**src/rtl/oneshot_pkg.sv**
```systemverilog
package oneshot_pkg;
  // Positions of the three control lines in the shared input vector
  localparam int unsigned NUM_IN = 3;
  localparam int unsigned IDX_FALL = 0;
  localparam int unsigned IDX_RISE = 1;
  localparam int unsigned IDX_CLR  = 2;

  typedef logic [NUM_IN-1:0] ctl_vec_t;
endpackage

```
**src/rtl/oneshot_sync.sv**
```systemverilog
module oneshot_sync #(
  parameter int unsigned N      = 3,
  parameter int unsigned STAGES = 2
) (
  input  logic         clk_i,
  input  logic         rst_ni,
  input  logic [N-1:0] async_i,
  output logic [N-1:0] sync_o
);
  logic [N-1:0] stage_q [STAGES];
  logic [N-1:0] stage_d [STAGES];

  for (genvar s = 0; s < STAGES; s++) begin : g_stage
    if (s == 0) begin : g_first
      always_comb stage_d[s] = async_i;
    end else begin : g_next
      always_comb stage_d[s] = stage_q[s-1];
    end

    always_ff @(posedge clk_i or negedge rst_ni) begin
      if (!rst_ni) stage_q[s] <= '0;
      else         stage_q[s] <= stage_d[s];
    end
  end

  assign sync_o = stage_q[STAGES-1];
endmodule

```
**src/rtl/oneshot_edge.sv**
```systemverilog
module oneshot_edge #(
  parameter int unsigned N     = 3,
  parameter int unsigned PRIME = 3
) (
  input  logic         clk_i,
  input  logic         rst_ni,
  input  logic [N-1:0] lvl_i,
  output logic [N-1:0] rise_o,
  output logic [N-1:0] fall_o
);
  logic [N-1:0]     hist_q, hist_d;
  logic [PRIME-1:0] warm_q, warm_d;
  logic             armed;

  // History tracks the synchronized level; edges stay masked until the
  // synchronizer and history hold real samples after reset.
  always_comb begin
    hist_d = lvl_i;
    warm_d = {warm_q[PRIME-2:0], 1'b1};
  end

  always_ff @(posedge clk_i or negedge rst_ni) begin
    if (!rst_ni) begin
      hist_q <= '0;
      warm_q <= '0;
    end else begin
      hist_q <= hist_d;
      warm_q <= warm_d;
    end
  end

  assign armed  = warm_q[PRIME-1];
  assign rise_o = lvl_i & ~hist_q & {N{armed}};
  assign fall_o = ~lvl_i & hist_q & {N{armed}};

  for (genvar i = 0; i < N; i++) begin : g_chk

    single_rise_chk: assert property (@(posedge clk_i) disable iff (!rst_ni)
      rise_o[i] |=> !rise_o[i]);

    single_fall_chk: assert property (@(posedge clk_i) disable iff (!rst_ni)
      fall_o[i] |=> !fall_o[i]);
  end
endmodule

```
**src/rtl/oneshot_gate.sv**
```systemverilog
module oneshot_gate
  import oneshot_pkg::*;
(
  input  ctl_vec_t lvl_i,
  input  ctl_vec_t rise_i,
  input  ctl_vec_t fall_i,
  output logic     fire_o,
  output logic     clr_o
);
  logic fire_fall, fire_rise, fire_clr;

  always_comb begin
    fire_fall = fall_i[IDX_FALL] & lvl_i[IDX_RISE] & lvl_i[IDX_CLR];
    fire_rise = rise_i[IDX_RISE] & ~lvl_i[IDX_FALL] & lvl_i[IDX_CLR];
    fire_clr  = rise_i[IDX_CLR] & ~lvl_i[IDX_FALL] & lvl_i[IDX_RISE];
    clr_o     = ~lvl_i[IDX_CLR];
    fire_o    = (fire_fall | fire_rise | fire_clr) & ~clr_o;
  end
endmodule

```
**src/rtl/oneshot_count.sv**
```systemverilog
module oneshot_count #(
  parameter int unsigned CW = 16
) (
  input  logic          clk_i,
  input  logic          rst_ni,
  input  logic          load_i,
  input  logic          clear_i,
  input  logic [CW-1:0] width_i,
  output logic          busy_o
);
  logic [CW-1:0] count_q, count_d;
  logic          cnt_en;

  always_comb begin
    count_d = count_q;
    cnt_en  = 1'b0;
    if (clear_i) begin
      count_d = '0;
      cnt_en  = 1'b1;
    end else if (load_i && (width_i != '0)) begin
      count_d = width_i;
      cnt_en  = 1'b1;
    end else if (count_q != '0) begin
      count_d = count_q - 1'b1;
      cnt_en  = 1'b1;
    end
  end

  always_ff @(posedge clk_i or negedge rst_ni) begin
    if (!rst_ni)     count_q <= '0;
    else if (cnt_en) count_q <= count_d;
  end

  assign busy_o = (count_q != '0);


  no_overflow_chk: assert property (@(posedge clk_i) disable iff (!rst_ni)
    (busy_o && !load_i && !clear_i) |=> (count_q < $past(count_q)));
endmodule

```
**src/rtl/oneshot_timer.sv**
```systemverilog
module oneshot_timer
  import oneshot_pkg::*;
#(
  parameter int unsigned WIDTH_W     = 16,
  parameter int unsigned SYNC_STAGES = 2
) (
  input  logic               clk_i,
  input  logic               rst_ni,
  input  logic               trig_fall_i,
  input  logic               trig_rise_i,
  input  logic               clr_n_i,
  input  logic [WIDTH_W-1:0] width_i,
  output logic               pulse_o,
  output logic               pulse_n_o
);
  localparam int unsigned PRIME = SYNC_STAGES + 1;

  ctl_vec_t raw, lvl, rise, fall;
  logic     fire, clr, busy;

  always_comb begin
    raw           = '0;
    raw[IDX_FALL] = trig_fall_i;
    raw[IDX_RISE] = trig_rise_i;
    raw[IDX_CLR]  = clr_n_i;
  end

  oneshot_sync #(.N(NUM_IN), .STAGES(SYNC_STAGES)) i_sync (
    .clk_i  (clk_i),
    .rst_ni (rst_ni),
    .async_i(raw),
    .sync_o (lvl)
  );

  oneshot_edge #(.N(NUM_IN), .PRIME(PRIME)) i_edge (
    .clk_i (clk_i),
    .rst_ni(rst_ni),
    .lvl_i (lvl),
    .rise_o(rise),
    .fall_o(fall)
  );

  oneshot_gate i_gate (
    .lvl_i (lvl),
    .rise_i(rise),
    .fall_i(fall),
    .fire_o(fire),
    .clr_o (clr)
  );

  oneshot_count #(.CW(WIDTH_W)) i_count (
    .clk_i  (clk_i),
    .rst_ni (rst_ni),
    .load_i (fire),
    .clear_i(clr),
    .width_i(width_i),
    .busy_o (busy)
  );

  assign pulse_o   = busy;
  assign pulse_n_o = ~busy;


  clr_block_chk: assert property (@(posedge clk_i) disable iff (!rst_ni)
    !lvl[IDX_CLR] |=> !pulse_o);

  trig_start_chk: assert property (@(posedge clk_i) disable iff (!rst_ni)
    (fire && (width_i != '0)) |=> pulse_o);

  zero_width_chk: assert property (@(posedge clk_i) disable iff (!rst_ni)
    (!pulse_o && (width_i == '0)) |=> !pulse_o);
endmodule

```
**config.mk**
```make
export PLATFORM = sky130hd
export DESIGN_NAME = oneshot_timer
export DESIGN_NICKNAME = d
export VERILOG_FILES = /design/src/rtl/oneshot_pkg.sv /design/src/rtl/oneshot_sync.sv /design/src/rtl/oneshot_edge.sv /design/src/rtl/oneshot_gate.sv /design/src/rtl/oneshot_count.sv /design/src/rtl/oneshot_timer.sv
export SDC_FILE = /design/constraint.sdc
export NUM_CORES = 1
export LEC_CHECK = 0
export BUFFER_PORTS_ARGS = -buffer_cell sky130_fd_sc_hd__buf_2
export CORE_ASPECT_RATIO = 0.75
export CORE_UTILIZATION = 47
export DETAILED_ROUTE_END_ITERATION = 6
export GPL_TIMING_DRIVEN = 0
export HOLD_SLACK_MARGIN = 0.03
export PLACE_DENSITY = 0.75
export REMOVE_ABC_BUFFERS = 1
export SYNTH_ARGS = -nofsm -noshare
export SYNTH_HDL_FRONTEND = slang
export SYNTH_SLANG_ARGS = --single-unit
```
**constraint.sdc**
```tcl
create_clock -name clk_i -period 4.4 [get_ports clk_i]
set_input_delay 0.88 -clock clk_i [delete_from_list [all_inputs] [get_ports clk_i]]
set_output_delay 0.88 -clock clk_i [all_outputs]
set_load 0.05 [all_outputs]
```
==> out/results.ini, run 1 <==
[outcome]
outcome = finished clean

[pwr]
pwr_density_cell_nw_per_um2 = 683
switching_power_mw = 0.418
power_mw = 1.06
pwr-share-seq_pct = 36.8
p_comb_share_pct = 44.2
p_leak_nw = 0.700
internal-power_mw = 0.644
clkPwrFrac_pct = 19.0
switching_share_pct = 39.3
vdd_drop_max_v = 0.000241

[global_route]
antenna_found_initial = 0
grt_pass1_wl_mm = 4.51
grt_pass1_vias = 930
grt_max_degree = 29
grt_util_all_layers_pct = 20.3
gr-total-overflow = 0

[clock_tree]
root_buffer = clkbuf_8
cts_sinks = 28
htreeDepth = 1
clockBufferDepth = 2
clock_latency_ns = 0.27
hold_buffers = 0
post_cts_resized = 0
numCtsBuffers = 3
cts_tree = done
postCtsSetupBuffers = 0
clk_pin_slew_ns = 0.09

[die]
die_h_um = 48.3
start_util_pct = 50.4
io_pins = 23
die_area_um2 = 3070
core_area_um2 = 2660
fp-row-count = 16
die_w_um = 63.7

[drt]
drt_iter0_markers = 60
dr_wl_met3_um = 189
dr.pass1.iters = 4
ant_nets = 0
route.detailed.drc = 0
via_count = 1082
highest_layer = met4
route.met2.wl_mm = 1.34
totalWireLength_mm = 2.89
post_drt_via_cell_ratio = 5.58
wl_met1_mm = 1.35
routedWlPerCell_um = 14.9

[synthesis]
synth_warnings = 0
synth_top_area_share_pct = 52.2
syn_inst = 135
synth_area_per_cell_um2 = 9.94
netlist-cell-type-count = 30
synth_top_area_cell = dfrtp_1
synth-seq-cells = 28
synthesis.area_um2 = 1340
synth_area_leaders = dfrtp_1, xor2_1, nand2_1
yosysSeqAreaShare_pct = 52.2

[placement]
place_area_um2 = 1490
place_congestion = 0.867
hpwl_mm = 2.12
place_inst = 190
place.port_buffers = 22

[critical_path]
cp_cell_sequence = nor4_1 -> nand2_1 -> nor3_1 -> buf_2
worstReg2RegStart = i_count.count_q[10]
slowest_stage = nor4_1
startpoint = i_count.count_q[9]
cp-end-kind = output pin
slowest_delay_ns = 0.78
r2r_slack_ns = 2.22
r2r_cells = 5
reg2reg_to = i_count.count_q[1]
cp_max_fo = 6
start_kind = flop
cp.arrival_ns = 2.16
critPathKind = reg -> out
cp.required_ns = 3.52

[timing]
worst_pin_slew_ns = 0.999
max_freq_ghz = 0.329
finalSetupViolCount = 0
period_share_pct = 69.0
slew_viol_final = 0
slew_headroom_pct = 32.8
setup_tns_ns = 0
finClkSkew_ns = 0.00163
fin_crit_ns = 3.04
timing_hold_violations_final = 0
grt_setup_unrepaired = false

[finish]
diodes = 0
syn2layout_area_growth_pct = 16.0
finalNonFillerCells = 194
layout_commonest_cell = dfrtp_1
nets = 182
final_cell_mix = dfrtp_1, nand2_1, buf_2
drive_gt1_share_pct = 20.3
nFillCells = 231
final_area_um2 = 1560

[worst_hold_path]
whs_path_depth = 0
hp-class = reg -> reg
hold_end = i_sync.sync_o[2]
hp-start = i_sync.stage_d[2]

[job]
max-cap-violations = 0

[per-stage QoR]
step           setup WS (ns)  hold slack, ns  utilization, %
6_report                1.36           0.356            58.5
5_1_grt                 1.22           0.368            58.5
4_1_cts                 1.40           0.360            58.5
3_5_place_dp            1.71           0.337            55.8
3_3_place_gp            1.77           0.331            55.8
2_1_floorplan          0.756           0.331               -
[routing by layer]
layer	track usage (%)	up-vias
li1	-	521
met1	27.1	523
met2	33.0	36
met3	5.14	2
met4	7.27	0
met5	0	-
[power by group through the flow]
stage	logic [mW]	registers (mW)	clock network [mW]
after global placement	0.451	0.385	0
after floorplan	0.377	0.374	0
after global routing	0.521	0.399	0.217
after detailed placement	0.465	0.393	0
after CTS	0.470	0.388	0.206
final	0.470	0.391	0.202
[final cells by class]
cell class	instances	area (µm²)	area share [%]
Multi-Input combinational cell	101	618	39.7
Timing Repair Buffer	22	110	7.07
Sequential cell	28	701	45.0
Clock buffer	3	41.3	2.65
Clock inverter	1	30.0	1.93
Inverter	3	11.3	0.723
Tap cell	36	45.0	2.89
[state kept, by name, indices dropped and copies added (netlist names)]
signal	cells
i_count.count_q	16
i_edge.hist_q	3
i_edge.warm_q	3
i_sync.stage_d	3
i_sync.sync_o	3
[cells by family (layout without fill, tap and decap cells)]
kind of cell,count (synthesis),after routing,share of synthesized area (%)
AOI/OAI and AO/OA,21,21,10.2
xor gates and xnor gates,13,13,8.49
adders and majority gates,2,2,1.87
buffers and inverters,6,29,1.68
DFF,28,28,52.2
muxes,1,1,0.839
other,1,1,0.280
and+or+nand+nor,63,63,24.4
[cells in the mapped netlist]
cell and count:
a211oi_1 1, a21boi_0 3, a21oi_1 2, and4b_1 1
clkbuf_1 3, conb_1 1, dfrtp_1 28, ha_1 2
inv_1 3, mux2_2 1, nand2_1 22, nand2b_1 1
nand3_1 6, nand3b_1 1, nand4_1 4, nor2_1 8
nor3_1 3, nor4_1 10, o211a_1 1, o211ai_1 1
o21ai_0 6, o21ai_1 2, o21ai_2 1, o31ai_1 4
or2_2 1, or3_1 3, or3_4 1, or4_4 2
xnor2_1 3, xor2_1 10
[critical path: cells and delay by family, from the launching register on]
family	cells	cell delay, ns
buffers and inverters	1	0.31
DFF	1	0.42
and+or+nand+nor	3	1.14
[worst max path at each step]
stage | endpoint | slack (ns) | cells past startpoint
2_1_floorplan | pulse_o | 0.76 | 4
3_3_place_gp | i_count.count_q[15] | 1.77 | 6
3_5_place_dp | pulse_n_o | 1.71 | 4
4_1_cts | pulse_n_o | 1.40 | 4
5_1_grt | pulse_n_o | 1.22 | 4
6_report | pulse_n_o | 1.36 | 4
No activity file was read; power rests on OpenSTA's default activity.
==> inputs of run 2 (changes only) <==
--- a/config.mk
+++ b/config.mk
@@ -11,7 +11,7 @@
 export DETAILED_ROUTE_END_ITERATION = 6
 export GPL_TIMING_DRIVEN = 0
 export HOLD_SLACK_MARGIN = 0.03
-export PLACE_DENSITY = 0.75
+export PLACE_DENSITY = 0.77
 export REMOVE_ABC_BUFFERS = 1
 export SYNTH_ARGS = -nofsm -noshare
 export SYNTH_HDL_FRONTEND = slang
==> constraint.sdc (replaced) <==
create_clock -name clk_i -period 2.6 [get_ports clk_i]
set_input_delay 0.52 -clock clk_i [delete_from_list [all_inputs] [get_ports clk_i]]
set_output_delay 0.52 -clock clk_i [all_outputs]
set_load 0.05 [all_outputs]
==> out/results.ini, run 2 (synthesis results as in run 1) <==
[worst_hold_path]
hp-class = in -> async

[drt]
dr.pass1.iters = 4
drt_iter0_markers = 35
ant_nets = 0
via_count = 1088
post_drt_via_cell_ratio = 5.61
totalWireLength_mm = 2.87
route.detailed.drc = 0
routedWlPerCell_um = 14.8

[global_route]
grt_pass1_vias = 1035
antenna_found_initial = 0
grt_util_all_layers_pct = 21.0
grt_pass1_wl_mm = 4.74
grt_max_degree = 29
gr-total-overflow = 0

[placement]
place_inst = 190
place_congestion = 0.901
place_ws_ns = 0.287
place.port_buffers = 22
hpwl_mm = 2.11

[die]
io_pins = 23
die_area_um2 = 3070
fp-row-count = 16
start_util_pct = 50.4
core_area_um2 = 2660
die_h_um = 48.3
die_w_um = 63.7

[timing]
max_freq_ghz = 0.418
fin_crit_ns = 2.39
slew_headroom_pct = 37.9
finalSetupViolCount = 0
timing_hold_violations_final = 0
worst_pin_slew_ns = 0.923
finClkSkew_ns = 0.00172
slew_viol_final = 0
setup_tns_ns = 0
fin_ws_ns = 0.209
period_share_pct = 92.0
grt_setup_unrepaired = false
whs_ns = 0.245

[clock_tree]
root_buffer = clkbuf_8
clk_pin_slew_ns = 0.09
numCtsBuffers = 3
post_cts_resized = 1
postCtsSetupBuffers = 0
hold_buffers = 0
clock_latency_ns = 0.27
cts_sinks = 28
clockBufferDepth = 2
htreeDepth = 1
cts_tree = done

[job]
max-cap-violations = 0

[critical_path]
cp.arrival_ns = 1.87
critPathBufInv = 1
path_delay_family = simple AND/OR/NAND/NOR gates
slowest_delay_ns = 0.53
cp_cell_sequence = nor4_2 -> nand2_1 -> nor3_1 -> buf_2
cp_max_fo = 6
cp-end-kind = output pin
slowest_stage = nor4_2
cp.required_ns = 2.08
start_kind = flop
critPathKind = reg -> out

[finish]
diodes = 0
finalNonFillerCells = 194
largest_reg_flops = 16
regMostFlops = i_count.count_q
final_cell_mix = dfrtp_1, nand2_1, buf_2
drive_gt1_share_pct = 20.9
syn2layout_area_growth_pct = 16.5
nets = 182
layout_commonest_cell = dfrtp_1

[pwr]
p_leak_nw = 0.701
vdd_drop_max_v = 0.000429
pwr_density_cell_nw_per_um2 = 1150

[outcome]
outcome = finished clean

-- run 2: changes by cell type in the layout (fill, tap and decap cells not counted) --
cell,delta
nor4_2,+1
nor4_1,-1
-- run 2: stage by stage --
step                util, %  cell area [µm²]  power [mW]
floorplan                 -             1330        1.27
global placement       55.8             1490        1.42
detailed placement     55.8             1490        1.45
CTS                    58.7             1560        1.81
global route           58.7             1560        1.94
finish                 58.7             1560        1.80
-- run 2: cell type report --
class	instances	area (µm²)
Sequential cell	28	701
Inverter	3	11.3
Fill cell	234	1100
Multi-Input combinational cell	101	624
Timing Repair Buffer	22	110
Tap cell	36	45.0
Clock buffer	3	41.3
Clock inverter	1	30.0
-- run 2: per-layer routing --
layer  track usage (%)  part of all wire [%]
met1              27.3                    47
met3              4.44                   4.6
met2              36.8                    47
met5                 0                     0
met4              6.36                   1.0
-- run 2: power by group --
group | internal [mW] | leakage [nW] | switching [mW]
clock | 0.206 | 0.0357 | 0.134
sequential | 0.541 | 0.353 | 0.118
combinational | 0.349 | 0.313 | 0.451
total | 1.10 | 0.701 | 0.702
-- run 2: worst paths after layout --
| check | from | endpoint | slack, ns | cells after the start |
|---|---|---|---|---|
| max | i_count.count_q[7] | pulse_n_o | 0.21 | 4 |
| min | rst_ni | i_count.count_q[13] | 0.25 | 1 |
| max reg2reg | i_count.count_q[11] | i_count.count_q[1] | 0.41 | 5 |
| min reg2reg | i_sync.stage_d[2] | i_sync.sync_o[2] | 0.35 | 0 |
| max in group asynchronous | rst_ni | i_count.count_q[14] | 1.95 | 1 |
| min in group clk_i | clr_n_i | i_sync.stage_d[2] | 0.34 | 1 |
==> inputs of run 3 (changes only) <==
--- a/config.mk
+++ b/config.mk
@@ -5,7 +5,8 @@
 export SDC_FILE = /design/constraint.sdc
 export NUM_CORES = 1
 export LEC_CHECK = 0
-export BUFFER_PORTS_ARGS = -buffer_cell sky130_fd_sc_hd__buf_2
+export BUFFER_PORTS_ARGS = -buffer_cell sky130_fd_sc_hd__buf_4
+export CAP_MARGIN = 20
 export CORE_ASPECT_RATIO = 0.75
 export CORE_UTILIZATION = 47
 export DETAILED_ROUTE_END_ITERATION = 6
==> out/results.ini, run 3 (synthesis results as in run 1) <==
[critical_path]
worstReg2RegStart = i_count.count_q[4]
r2r_cells = 5
cp_max_fo = 5
critPathKind = reg -> out
path_delay_family = simple AND/OR/NAND/NOR gates
reg2reg_to = i_count.count_q[1]
cp_cell_sequence = or4_4 -> nor3_1 -> inv_1 -> buf_4
r2r_slack_ns = 0.41
cp.required_ns = 2.08
cp-end-kind = output pin
cp.arrival_ns = 1.84
slowest_stage = or4_4
slowest_delay_ns = 0.59
critPathBufInv = 2
start_kind = flop

[finish]
nFillCells = 217
final_cell_mix = dfrtp_1, nand2_1, buf_4
layout_commonest_cell = dfrtp_1
regMostFlops = i_count.count_q
largest_reg_flops = 16
finalNonFillerCells = 194
final_area_um2 = 1620
nets = 182
syn2layout_area_growth_pct = 20.6
drive_gt1_share_pct = 20.9
diodes = 0

[clock_tree]
htreeDepth = 1
clk_pin_slew_ns = 0.10
postCtsSetupBuffers = 0
numCtsBuffers = 3
clock_latency_ns = 0.28
clockBufferDepth = 2
root_buffer = clkbuf_8
cts_sinks = 28
cts_tree = done

[drt]
drt_iter0_markers = 65
via_count = 1124
totalWireLength_mm = 2.98
dr.pass1.iters = 4
post_drt_via_cell_ratio = 5.79
routedWlPerCell_um = 15.4
ant_nets = 0
route.detailed.drc = 0

[global_route]
grt_max_degree = 29
antenna_found_initial = 0
grt_use_met1_pct = 26.8
grt_pass1_vias = 955
use_met2_pct = 36.2
gr-total-overflow = 0
grt_pass1_wl_mm = 4.65
grt_util_all_layers_pct = 21.7
met3_usage_pct = 5.37
busiest_layer = met2

[pwr]
switching_share_pct = 39.2
clkPwrFrac_pct = 18.9
pwr-share-seq_pct = 36.1
p_comb_share_pct = 45.0
switching_power_mw = 0.717
internal-power_mw = 1.11
p_leak_nw = 0.721
vdd_drop_max_v = 0.000480
pwr_density_cell_nw_per_um2 = 1130

[outcome]
outcome = finished clean

[placement]
place.port_buffers = 22
place_ws_ns = 0.295
hpwl_mm = 2.18
place_area_um2 = 1540
place_congestion = 0.915
place_inst = 190

[timing]
worst_pin_slew_ns = 1.04
period_share_pct = 90.8
fin_crit_ns = 2.36
grt_setup_unrepaired = false
slew_viol_final = 0
finClkSkew_ns = 0.0136
slew_headroom_pct = 29.8
finalSetupViolCount = 0
timing_hold_violations_final = 0
fin_ws_ns = 0.239
max_freq_ghz = 0.424

[worst_hold_path]
hp-class = in -> async

[die]
io_pins = 23
fp-row-count = 16
die_h_um = 48.3
die_area_um2 = 3070
die_w_um = 63.7
core_area_um2 = 2660
start_util_pct = 50.4

[job]
max-cap-violations = 0

run 3: cell type report:
type / count / area [µm²] / area share [%]
flip-flops and latches: 28 / 701 / 43.3
multi-input cells: 101 / 624 / 38.6
repair buffers: 22 / 165 / 10.2
well taps: 36 / 45.0 / 2.78
clock buffers: 3 / 41.3 / 2.55
clock inverters: 1 / 30.0 / 1.86
inverters: 3 / 11.3 / 0.696
run 3: power groups by stage:
stage | combinational [mW] | clock [mW] | sequential, mW
after floorplan | 0.638 | 0 | 0.633
after global placement | 0.780 | 0 | 0.651
after detailed placement | 0.814 | 0 | 0.657
after CTS | 0.820 | 0.351 | 0.653
after global routing | 0.907 | 0.367 | 0.676
final | 0.824 | 0.346 | 0.660
run 3: worst max path at each step:
stage                        from                   to  slack, ns  depth (start not counted)
2_1_floorplan  i_count.count_q[7]              pulse_o      -0.68                          4
3_5_place_dp           width_i[1]  i_count.count_q[13]       0.29                          6
3_3_place_gp           width_i[1]  i_count.count_q[15]       0.31                          6
5_1_grt        i_count.count_q[7]              pulse_o       0.13                          5
4_1_cts        i_count.count_q[7]              pulse_o       0.02                          5
6_report       i_count.count_q[4]              pulse_o       0.24                          4
run 3: timing repair:
action                                 4_1_cts  5_1_grt
endpoints found under the hold margin        0        0
setup endpoints to repair                    0        2
resized for setup                            0        1
hold buffers                                 0        0
run 3: per-layer routing:
metal | vias up | part of all wire [%]
met5 | - | 0
met3 | 8 | 7.0
met4 | 0 | 2.5
li1 | 525 | -
met2 | 54 | 46
met1 | 537 | 44
run 3: per-stage QoR:
stage | util (%) | total power [mW] | hold WS, ns | setup TNS (ns)
6_report | 60.8 | 1.83 | 0.130 | 0
5_1_grt | 60.8 | 1.95 | 0.156 | 0
4_1_cts | 60.5 | 1.82 | 0.145 | 0
3_5_place_dp | 57.8 | 1.47 | 0.336 | 0
3_3_place_gp | 57.8 | 1.43 | 0.332 | 0
2_1_floorplan | - | 1.27 | 0.224 | -0.787
